===== src/rtl/twi_regs_pkg.sv =====
package twi_regs_pkg;
   localparam int REG_W       = 16;
   localparam int OFS_CLKDIV  = 0;
   localparam int OFS_CTRL    = 2;
   localparam int OFS_ADDR    = 4;
   localparam int OFS_LEN     = 6;
   localparam int OFS_TXDATA  = 16;
   localparam int OFS_TXSTAT  = 24;
   localparam int OFS_RXDATA  = 32;
   localparam int OFS_RXSTAT  = 40;
   localparam int EVT_N       = 3;
   localparam int FLAG_LSB    = 8;
   localparam int BIT_TXSVC   = 11;
   localparam int BIT_RXSVC   = 12;
   localparam int BIT_GO      = 8;
   localparam int BIT_NOSTOP  = 9;
   localparam int BIT_SRST    = 13;
   localparam int BIT_FLUSH   = 14;
   localparam int BIT_SVC_EN  = 15;
   localparam int CNT_FIELD_W = 6;
endpackage


===== src/rtl/twi_byte_fifo.sv =====
module twi_byte_fifo #(
   parameter int DEPTH = 16,
   parameter int DW    = 8,
   localparam int PW   = (DEPTH > 1) ? $clog2(DEPTH) : 1,
   localparam int CW   = $clog2(DEPTH + 1)
) (
   input  logic          clk,
   input  logic          rst_n,
   input  logic          flush_i,
   input  logic          push_i,
   input  logic [DW-1:0] wdata_i,
   input  logic          pop_i,
   output logic [DW-1:0] rdata_o,
   output logic [CW-1:0] count_o,
   output logic          full_o,
   output logic          empty_o
);
   generate
      if (DEPTH < 2 || DEPTH > 63) begin : g_bad_depth
         $error("twi_byte_fifo: DEPTH must lie in 2..63 to fit the count field");
      end
   endgenerate

   logic [DW-1:0] mem [DEPTH];
   logic [PW-1:0] wp, rp, wp_nx, rp_nx;
   logic [CW-1:0] cnt;
   logic          do_push, do_pop;

   assign full_o  = (cnt == CW'(DEPTH));
   assign empty_o = (cnt == '0);
   assign do_push = push_i && !full_o && !flush_i;
   assign do_pop  = pop_i && !empty_o && !flush_i;
   assign count_o = cnt;
   assign rdata_o = empty_o ? '0 : mem[rp];

   generate
      if ((DEPTH & (DEPTH - 1)) == 0) begin : g_pow2_wrap
         assign wp_nx = wp + 1'b1;
         assign rp_nx = rp + 1'b1;
      end else begin : g_mod_wrap
         assign wp_nx = (wp == PW'(DEPTH - 1)) ? '0 : wp + 1'b1;
         assign rp_nx = (rp == PW'(DEPTH - 1)) ? '0 : rp + 1'b1;
      end
   endgenerate

   always_ff @(posedge clk) begin
      if (do_push) mem[wp] <= wdata_i;
   end

   always_ff @(posedge clk or negedge rst_n) begin
      if (!rst_n) begin
         wp  <= '0;
         rp  <= '0;
         cnt <= '0;
      end else if (flush_i) begin
         wp  <= '0;
         rp  <= '0;
         cnt <= '0;
      end else begin
         if (do_push) wp <= wp_nx;
         if (do_pop)  rp <= rp_nx;
         case ({do_push, do_pop})
            2'b10:   cnt <= cnt + 1'b1;
            2'b01:   cnt <= cnt - 1'b1;
            default: cnt <= cnt;
         endcase
      end
   end

   assert_no_overflow_R8: assert property (@(posedge clk) disable iff (!rst_n)
      (full_o && push_i && !pop_i && !flush_i) |=> (full_o && $stable(count_o)));

   assert_no_underflow_R8: assert property (@(posedge clk) disable iff (!rst_n)
      (empty_o && pop_i && !push_i && !flush_i) |=> empty_o);

   assert_flush_empties_R9: assert property (@(posedge clk) disable iff (!rst_n)
      flush_i |=> empty_o);
endmodule


===== src/rtl/twi_event_flags.sv =====
module twi_event_flags #(
   parameter int N = 3
) (
   input  logic         clk,
   input  logic         rst_n,
   input  logic         clr_i,
   input  logic [N-1:0] evt_i,
   input  logic [N-1:0] en_i,
   input  logic [1:0]   svc_i,
   output logic [N-1:0] flags_o,
   output logic         irq_o
);
   generate
      if (N < 1) begin : g_bad_n
         $error("twi_event_flags: N must be at least 1");
      end
      for (genvar i = 0; i < N; i++) begin : g_flag
         always_ff @(posedge clk or negedge rst_n) begin
            if (!rst_n)        flags_o[i] <= 1'b0;
            else if (clr_i)    flags_o[i] <= 1'b0;
            else if (evt_i[i]) flags_o[i] <= 1'b1;
         end

         assert_flag_sticky_R4: assert property (@(posedge clk) disable iff (!rst_n)
            (flags_o[i] && !clr_i) |=> flags_o[i]);

         assert_flag_sets_R4: assert property (@(posedge clk) disable iff (!rst_n)
            (evt_i[i] && !clr_i) |=> flags_o[i]);
      end
   endgenerate

   assign irq_o = (|(flags_o & en_i)) | (|svc_i);
endmodule


===== src/rtl/twi_host_regs.sv =====
module twi_host_regs
   import twi_regs_pkg::*;
#(
   parameter int ADDR_W     = 6,
   parameter int FIFO_DEPTH = 16
) (
   input  logic              clk,
   input  logic              rst_n,
   input  logic              host_wr,
   input  logic              host_rd,
   input  logic [ADDR_W-1:0] host_addr,
   input  logic [REG_W-1:0]  host_wdata,
   output logic [REG_W-1:0]  host_rdata,
   output logic              irq,
   output logic              seq_start,
   output logic              seq_soft_reset,
   output logic [REG_W-1:0]  seq_clkdiv,
   output logic [7:0]        seq_addr_rw,
   output logic              seq_nostop,
   output logic [REG_W-1:0]  seq_length,
   input  logic              seq_done,
   input  logic              seq_anack,
   input  logic              seq_dnack,
   input  logic              seq_tx_pop,
   output logic [7:0]        seq_tx_data,
   output logic              seq_tx_empty,
   input  logic              seq_rx_push,
   input  logic [7:0]        seq_rx_data,
   output logic              seq_rx_full
);
   localparam int CW = $clog2(FIFO_DEPTH + 1);

   generate
      if (ADDR_W < 6) begin : g_bad_addr
         $error("twi_host_regs: ADDR_W must cover byte offset 40");
      end
   endgenerate

   logic wr_div, wr_ctrl, wr_addr, wr_len, wr_txd, wr_txs, wr_rxs, rd_rxd;
   assign wr_div  = host_wr && (host_addr == ADDR_W'(OFS_CLKDIV));
   assign wr_ctrl = host_wr && (host_addr == ADDR_W'(OFS_CTRL));
   assign wr_addr = host_wr && (host_addr == ADDR_W'(OFS_ADDR));
   assign wr_len  = host_wr && (host_addr == ADDR_W'(OFS_LEN));
   assign wr_txd  = host_wr && (host_addr == ADDR_W'(OFS_TXDATA));
   assign wr_txs  = host_wr && (host_addr == ADDR_W'(OFS_TXSTAT));
   assign wr_rxs  = host_wr && (host_addr == ADDR_W'(OFS_RXSTAT));
   assign rd_rxd  = host_rd && (host_addr == ADDR_W'(OFS_RXDATA));

   logic srst_w, go_w;
   assign srst_w = wr_addr && host_wdata[BIT_SRST];
   assign go_w   = wr_addr && host_wdata[BIT_GO] && !host_wdata[BIT_SRST];

   logic [EVT_N-1:0] en_q;
   logic             tx_ie_q, rx_ie_q;

   always_ff @(posedge clk or negedge rst_n) begin
      if (!rst_n) begin
         seq_clkdiv     <= '0;
         seq_length     <= '0;
         seq_addr_rw    <= '0;
         seq_nostop     <= 1'b0;
         en_q           <= '0;
         tx_ie_q        <= 1'b0;
         rx_ie_q        <= 1'b0;
         seq_start      <= 1'b0;
         seq_soft_reset <= 1'b0;
      end else begin
         seq_start      <= go_w;
         seq_soft_reset <= srst_w;
         if (wr_div)  seq_clkdiv <= host_wdata;
         if (wr_len)  seq_length <= host_wdata;
         if (wr_ctrl) en_q       <= host_wdata[EVT_N-1:0];
         if (wr_txs)  tx_ie_q    <= host_wdata[BIT_SVC_EN];
         if (wr_rxs)  rx_ie_q    <= host_wdata[BIT_SVC_EN];
         if (wr_addr) begin
            seq_addr_rw <= host_wdata[7:0];
            seq_nostop  <= host_wdata[BIT_NOSTOP];
         end
      end
   end

   logic [CW-1:0] tx_cnt, rx_cnt;
   logic [7:0]    rx_head;
   logic          tx_full, rx_empty;

   twi_byte_fifo #(.DEPTH(FIFO_DEPTH), .DW(8)) i_tx_fifo (
      .clk     (clk),
      .rst_n   (rst_n),
      .flush_i (srst_w || (wr_txs && host_wdata[BIT_FLUSH])),
      .push_i  (wr_txd),
      .wdata_i (host_wdata[7:0]),
      .pop_i   (seq_tx_pop),
      .rdata_o (seq_tx_data),
      .count_o (tx_cnt),
      .full_o  (tx_full),
      .empty_o (seq_tx_empty)
   );

   twi_byte_fifo #(.DEPTH(FIFO_DEPTH), .DW(8)) i_rx_fifo (
      .clk     (clk),
      .rst_n   (rst_n),
      .flush_i (srst_w || (wr_rxs && host_wdata[BIT_FLUSH])),
      .push_i  (seq_rx_push),
      .wdata_i (seq_rx_data),
      .pop_i   (rd_rxd),
      .rdata_o (rx_head),
      .count_o (rx_cnt),
      .full_o  (seq_rx_full),
      .empty_o (rx_empty)
   );

   logic [1:0]       svc;
   logic [EVT_N-1:0] flags;
   assign svc[0] = tx_ie_q && !tx_full;
   assign svc[1] = rx_ie_q && !rx_empty;

   twi_event_flags #(.N(EVT_N)) i_events (
      .clk     (clk),
      .rst_n   (rst_n),
      .clr_i   (go_w || srst_w),
      .evt_i   ({seq_dnack, seq_anack, seq_done}),
      .en_i    (en_q),
      .svc_i   (svc),
      .flags_o (flags),
      .irq_o   (irq)
   );

   always_comb begin
      host_rdata = '0;
      case (host_addr)
         ADDR_W'(OFS_CLKDIV): host_rdata = seq_clkdiv;
         ADDR_W'(OFS_CTRL): begin
            host_rdata[EVT_N-1:0]                  = en_q;
            host_rdata[FLAG_LSB +: EVT_N]          = flags;
            host_rdata[BIT_TXSVC]                  = svc[0];
            host_rdata[BIT_RXSVC]                  = svc[1];
         end
         ADDR_W'(OFS_ADDR): begin
            host_rdata[7:0]        = seq_addr_rw;
            host_rdata[BIT_NOSTOP] = seq_nostop;
         end
         ADDR_W'(OFS_LEN): host_rdata = seq_length;
         ADDR_W'(OFS_TXSTAT): begin
            host_rdata[CNT_FIELD_W-1:0] = CNT_FIELD_W'(tx_cnt);
            host_rdata[BIT_SVC_EN]      = tx_ie_q;
         end
         ADDR_W'(OFS_RXDATA): host_rdata[7:0] = rx_head;
         ADDR_W'(OFS_RXSTAT): begin
            host_rdata[CNT_FIELD_W-1:0] = CNT_FIELD_W'(rx_cnt);
            host_rdata[BIT_SVC_EN]      = rx_ie_q;
         end
         default: host_rdata = '0;
      endcase
   end

   assert_start_clears_R3: assert property (@(posedge clk) disable iff (!rst_n)
      go_w |=> (seq_start && flags == '0));

   assert_start_single_R3: assert property (@(posedge clk) disable iff (!rst_n)
      (seq_start && !$past(go_w)) |-> 1'b0);

   assert_soft_reset_R10: assert property (@(posedge clk) disable iff (!rst_n)
      srst_w |=> (seq_soft_reset && !seq_start && seq_tx_empty && tx_cnt == '0
                  && rx_empty && flags == '0));
endmodule


===== config.mk =====
export PLATFORM = sky130hd
export DESIGN_NAME = twi_host_regs
export DESIGN_NICKNAME = d
export VERILOG_FILES = /design/src/rtl/twi_regs_pkg.sv /design/src/rtl/twi_byte_fifo.sv /design/src/rtl/twi_event_flags.sv /design/src/rtl/twi_host_regs.sv
export SDC_FILE = /design/constraint.sdc
export NUM_CORES = 1
export LEC_CHECK = 0
export BUFFER_PORTS_ARGS = -buffer_cell sky130_fd_sc_hd__buf_4
export CORE_MARGIN = 2
export CORE_UTILIZATION = 53
export CTS_BUF_LIST = sky130_fd_sc_hd__clkbuf_8
export DETAILED_ROUTE_END_ITERATION = 10
export GPL_TIMING_DRIVEN = 0
export PLACE_DENSITY = 0.76
export SYNTH_ARGS = -nofsm -noshare
export SYNTH_HDL_FRONTEND = slang
export SYNTH_HIERARCHICAL = 1
export SYNTH_SLANG_ARGS = --single-unit
export TNS_END_PERCENT = 1

===== constraint.sdc =====
create_clock -name clk -period 4.2 [get_ports clk]
set_clock_uncertainty 0.1 [all_clocks]
set_input_delay 0.63 -clock clk [delete_from_list [all_inputs] [get_ports clk]]
set_output_delay 0.63 -clock clk [all_outputs]
set_load 0.005 [all_outputs]

==> out/metrics.yaml <==
run_status:
  status: "completed"
floorplan:
  die_h_um: 169
  rows: 60
  core_area_um2: 26800
  initial_core_util_pct: 53.7
  die_x_um: 169
  dieArea_um2: 28500
  io_pins: 109
critical_path:
  crit_arrival_ns: 3.32
  critPathMaxFanout: 10
  worstPathRequired_ns: 3.47
  end_kind: "output pin"
  path_class: "register to output pin"
  critPathLaunchType: "register"
placement:
  port-buffer-count: 106
  dp_hpwl_um: 21700
  gp_routability_congestion: 0.912
  dp.cells: 1295
  place_area_um2: 15600
layout:
  stdcell_count: 1389
  diodes: 0
  nets: 1061
  fill_cells: 1923
  layout_common_cells: "edfxtp_1, buf_4, mux4_2, dfrtp_1, nor2_1"
  final_common_cell: "edfxtp_1"
  drive_gt1_share_pct: 33.9
  finalInstanceArea_um2: 16700
  area_growth_pct: 15.9
pwr:
  p_sw_mw: 2.52
  leakagePower_nw: 6.14
  p_int_mw: 6.46
  power_mw: 8.98
  pwr-share-seq_pct: 44.8
  swShare_pct: 28.1
  power_density_nw_per_um2: 538
  clockPowerShare_pct: 29.8
  peakVddDrop_v: 0.000318
  combPwrFrac_pct: 25.4
cts:
  htreeDepth: 2
  clk-insertion-delay-late_ns: 0.59
  clock-root-buffer: "clkbuf_8"
  clock_path_buffers: 3
  cts_hold_buf: 0
  clock_sinks: 333
  cts_tree: "built"
  clkSlewWorstSetupHoldPaths_ns: 0.06
  cts-buffers-inserted: 52
synth:
  synth.area.top_cells: "edfxtp_1, dfrtp_1, mux4_2"
  synth_top_family_by_area: "multiplexers"
  syn_inst: 848
  ys_ff_latch: 333
  synth.distinct_cells: 60
  synth_compound_area_share_pct: 3.23
  ys_seq_area_share_pct: 66.8
  yosys.area.top_type: "edfxtp_1"
  synth_fp_nets: 901
  ys_warn_count: 6
  synth_edf_count: 256
  synth_area_um2: 14400
  yosys.area_share.xor_xnor_pct: 1.09
  syn_area_per_cell_um2: 17.0
  synth_top_area_share_pct: 53.4
  synthSimpleGateAreaFrac_pct: 8.13
  muxShareOfSynthArea_pct: 17.2
  synthFlopType: "edfxtp_1"
  synthArstFlopShare_pct: 23.1
  synth_fa_ha_area_share_pct: 1.22
global_route:
  gr-total-overflow: 0
  grt_pass1_wl_um: 48500
  antenna_found_initial: 0
  grt_max_degree: 78
  grt_pass1_vias: 8333
  grtUsageTotal_pct: 22.6
sta:
  slew-limit-headroom_pct: 7.23
  setup_viol: 0
  max_clock_freq_ghz: 0.247
  min_period_ns: 4.05
  slew_violations: 0
  fin_crit_sh_pct: 96.4
  rsz0062_at_grt: "false"
  tns_ns: 0
  hold_viol: 0
  worst_pin_slew_ns: 1.38
route:
  wl_um: 31700
  drc: 0
  ant_nets: 0
  detail_route.first_pass.iterations: 5
  drt_iter0_drc: 743
  vias_per_cell: 5.97
  vias: 8291
  post_drt_wl_per_cell_um: 22.8
hold_path:
  hold_path.class: "primary input to asynchronous set/reset pin"
run:
  maxCapViolCount: 0
## cell type report
| class | count | area [um^2] | share of cell area (%) |
|---|---|---|---|
| sequential | 333 | 9610 | 57.6 |
| multi-input combinational | 447 | 4460 | 26.7 |
| timing repair buffer | 107 | 801 | 4.80 |
| clock buffer | 57 | 785 | 4.70 |
| tap | 341 | 427 | 2.56 |
| buffer | 52 | 314 | 1.88 |
| clock inverter | 37 | 236 | 1.42 |
| inverter | 15 | 56.3 | 0.337 |
## power groups by stage
| stage | clock (mW) | combinational (mW) | sequential (mW) |
|---|---|---|---|
| after floorplan | 0 | 1.57 | 4.03 |
| after global placement | 0 | 2.23 | 4.07 |
| after detailed placement | 0 | 2.28 | 4.09 |
| after CTS | 2.73 | 2.30 | 4.02 |
| after global routing | 2.87 | 2.48 | 4.06 |
| final | 2.67 | 2.28 | 4.03 |
## sequential cells by signal, indices dropped and copies added, names as in the netlist, 3 cells and up
register and cells:
i_tx_fifo/mem 128, i_rx_fifo/mem 128, en_q 3, i_events/flags_o 3, seq_length 16, i_tx_fifo/wp 4
i_tx_fifo/count_o 5, seq_clkdiv 16, i_rx_fifo/count_o 5, i_rx_fifo/wp 4, i_tx_fifo/rp 4, i_rx_fifo/rp 4
seq_addr_rw 8
## metal layers
metal | track usage (%) | routed length, um | vias up
li1 | - | - | 3652
met1 | 29.7 | 12800 | 4263
met2 | 38.5 | 16200 | 311
met3 | 4.44 | 1970 | 65
met4 | 6.82 | 779 | 0
met5 | 0 | 0 | -
## worst max-delay path, stage by stage, from the launching register on
cell and delay [ns]:
dfrtp_1 0.37, buf_6 0.17, buf_8 0.18, mux4_2 0.54, mux4_2 0.49, and2_1 0.17, mux2_2 0.27, a211oi_2 0.24
o221ai_1 0.15, buf_4 0.16
## cell families after synthesis
family / after synthesis
XOR/XNOR: 18
AO/OA/AOI/OAI: 58
flip-flops: 333
AND/OR/NAND/NOR: 217
adder cells (fa/ha/maj): 14
multiplexers: 140
buffers and inverters: 68
## synth_stat cells (all sizes together) (3+ instances only)
library cell,n
nor3,6
nor2b,5
or4,3
and2,22
a21oi,17
and3,4
o221ai,6
ha,14
clkbuf,27
nand4,9
nor4,4
xnor2,6
mux2,52
edfxtp,256
mux2i,7
mux4,81
nor3b,5
dfrtp,77
buf,26
nor2,66
a221o,5
or3b,4
nand3,46
nand2,24
xor2,12
inv,15
or3,7
nand2b,6
and4b,3
## through the flow
stage	util (%)	hold WS, ns	worst slack (ns)
2_1_floorplan	-	0.234	0.925
3_3_place_gp	58.3	0.406	0.131
3_5_place_dp	58.3	0.419	0.0703
4_1_cts	62.2	0.121	0.00732
5_1_grt	62.3	0.130	0.0164
6_report	62.3	0.113	0.152
## repair_timing
action                                  4_1_cts  5_1_grt
buffers inserted                              0        0
gates resized for setup                      10        4
endpoints found under the setup margin        7        1
## path summary, 6_finish.rpt
kind,slack [ns],to,depth (start not counted),from
worst min register to register,0.43,seq_clkdiv[6],1,seq_clkdiv[6]
min in group clk,0.16,seq_start,2,host_wdata[13]
worst max register to register,1.05,i_rx_fifo/mem[1][5],7,i_rx_fifo/count_o[2]
max in group asynchronous,3.25,i_rx_fifo/count_o[4],1,rst_n
worst max-delay path,0.15,host_rdata[2],9,i_rx_fifo/rp[0]
worst min-delay path,0.11,seq_length[2],1,rst_n
Power figures use the tool's default switching activity.
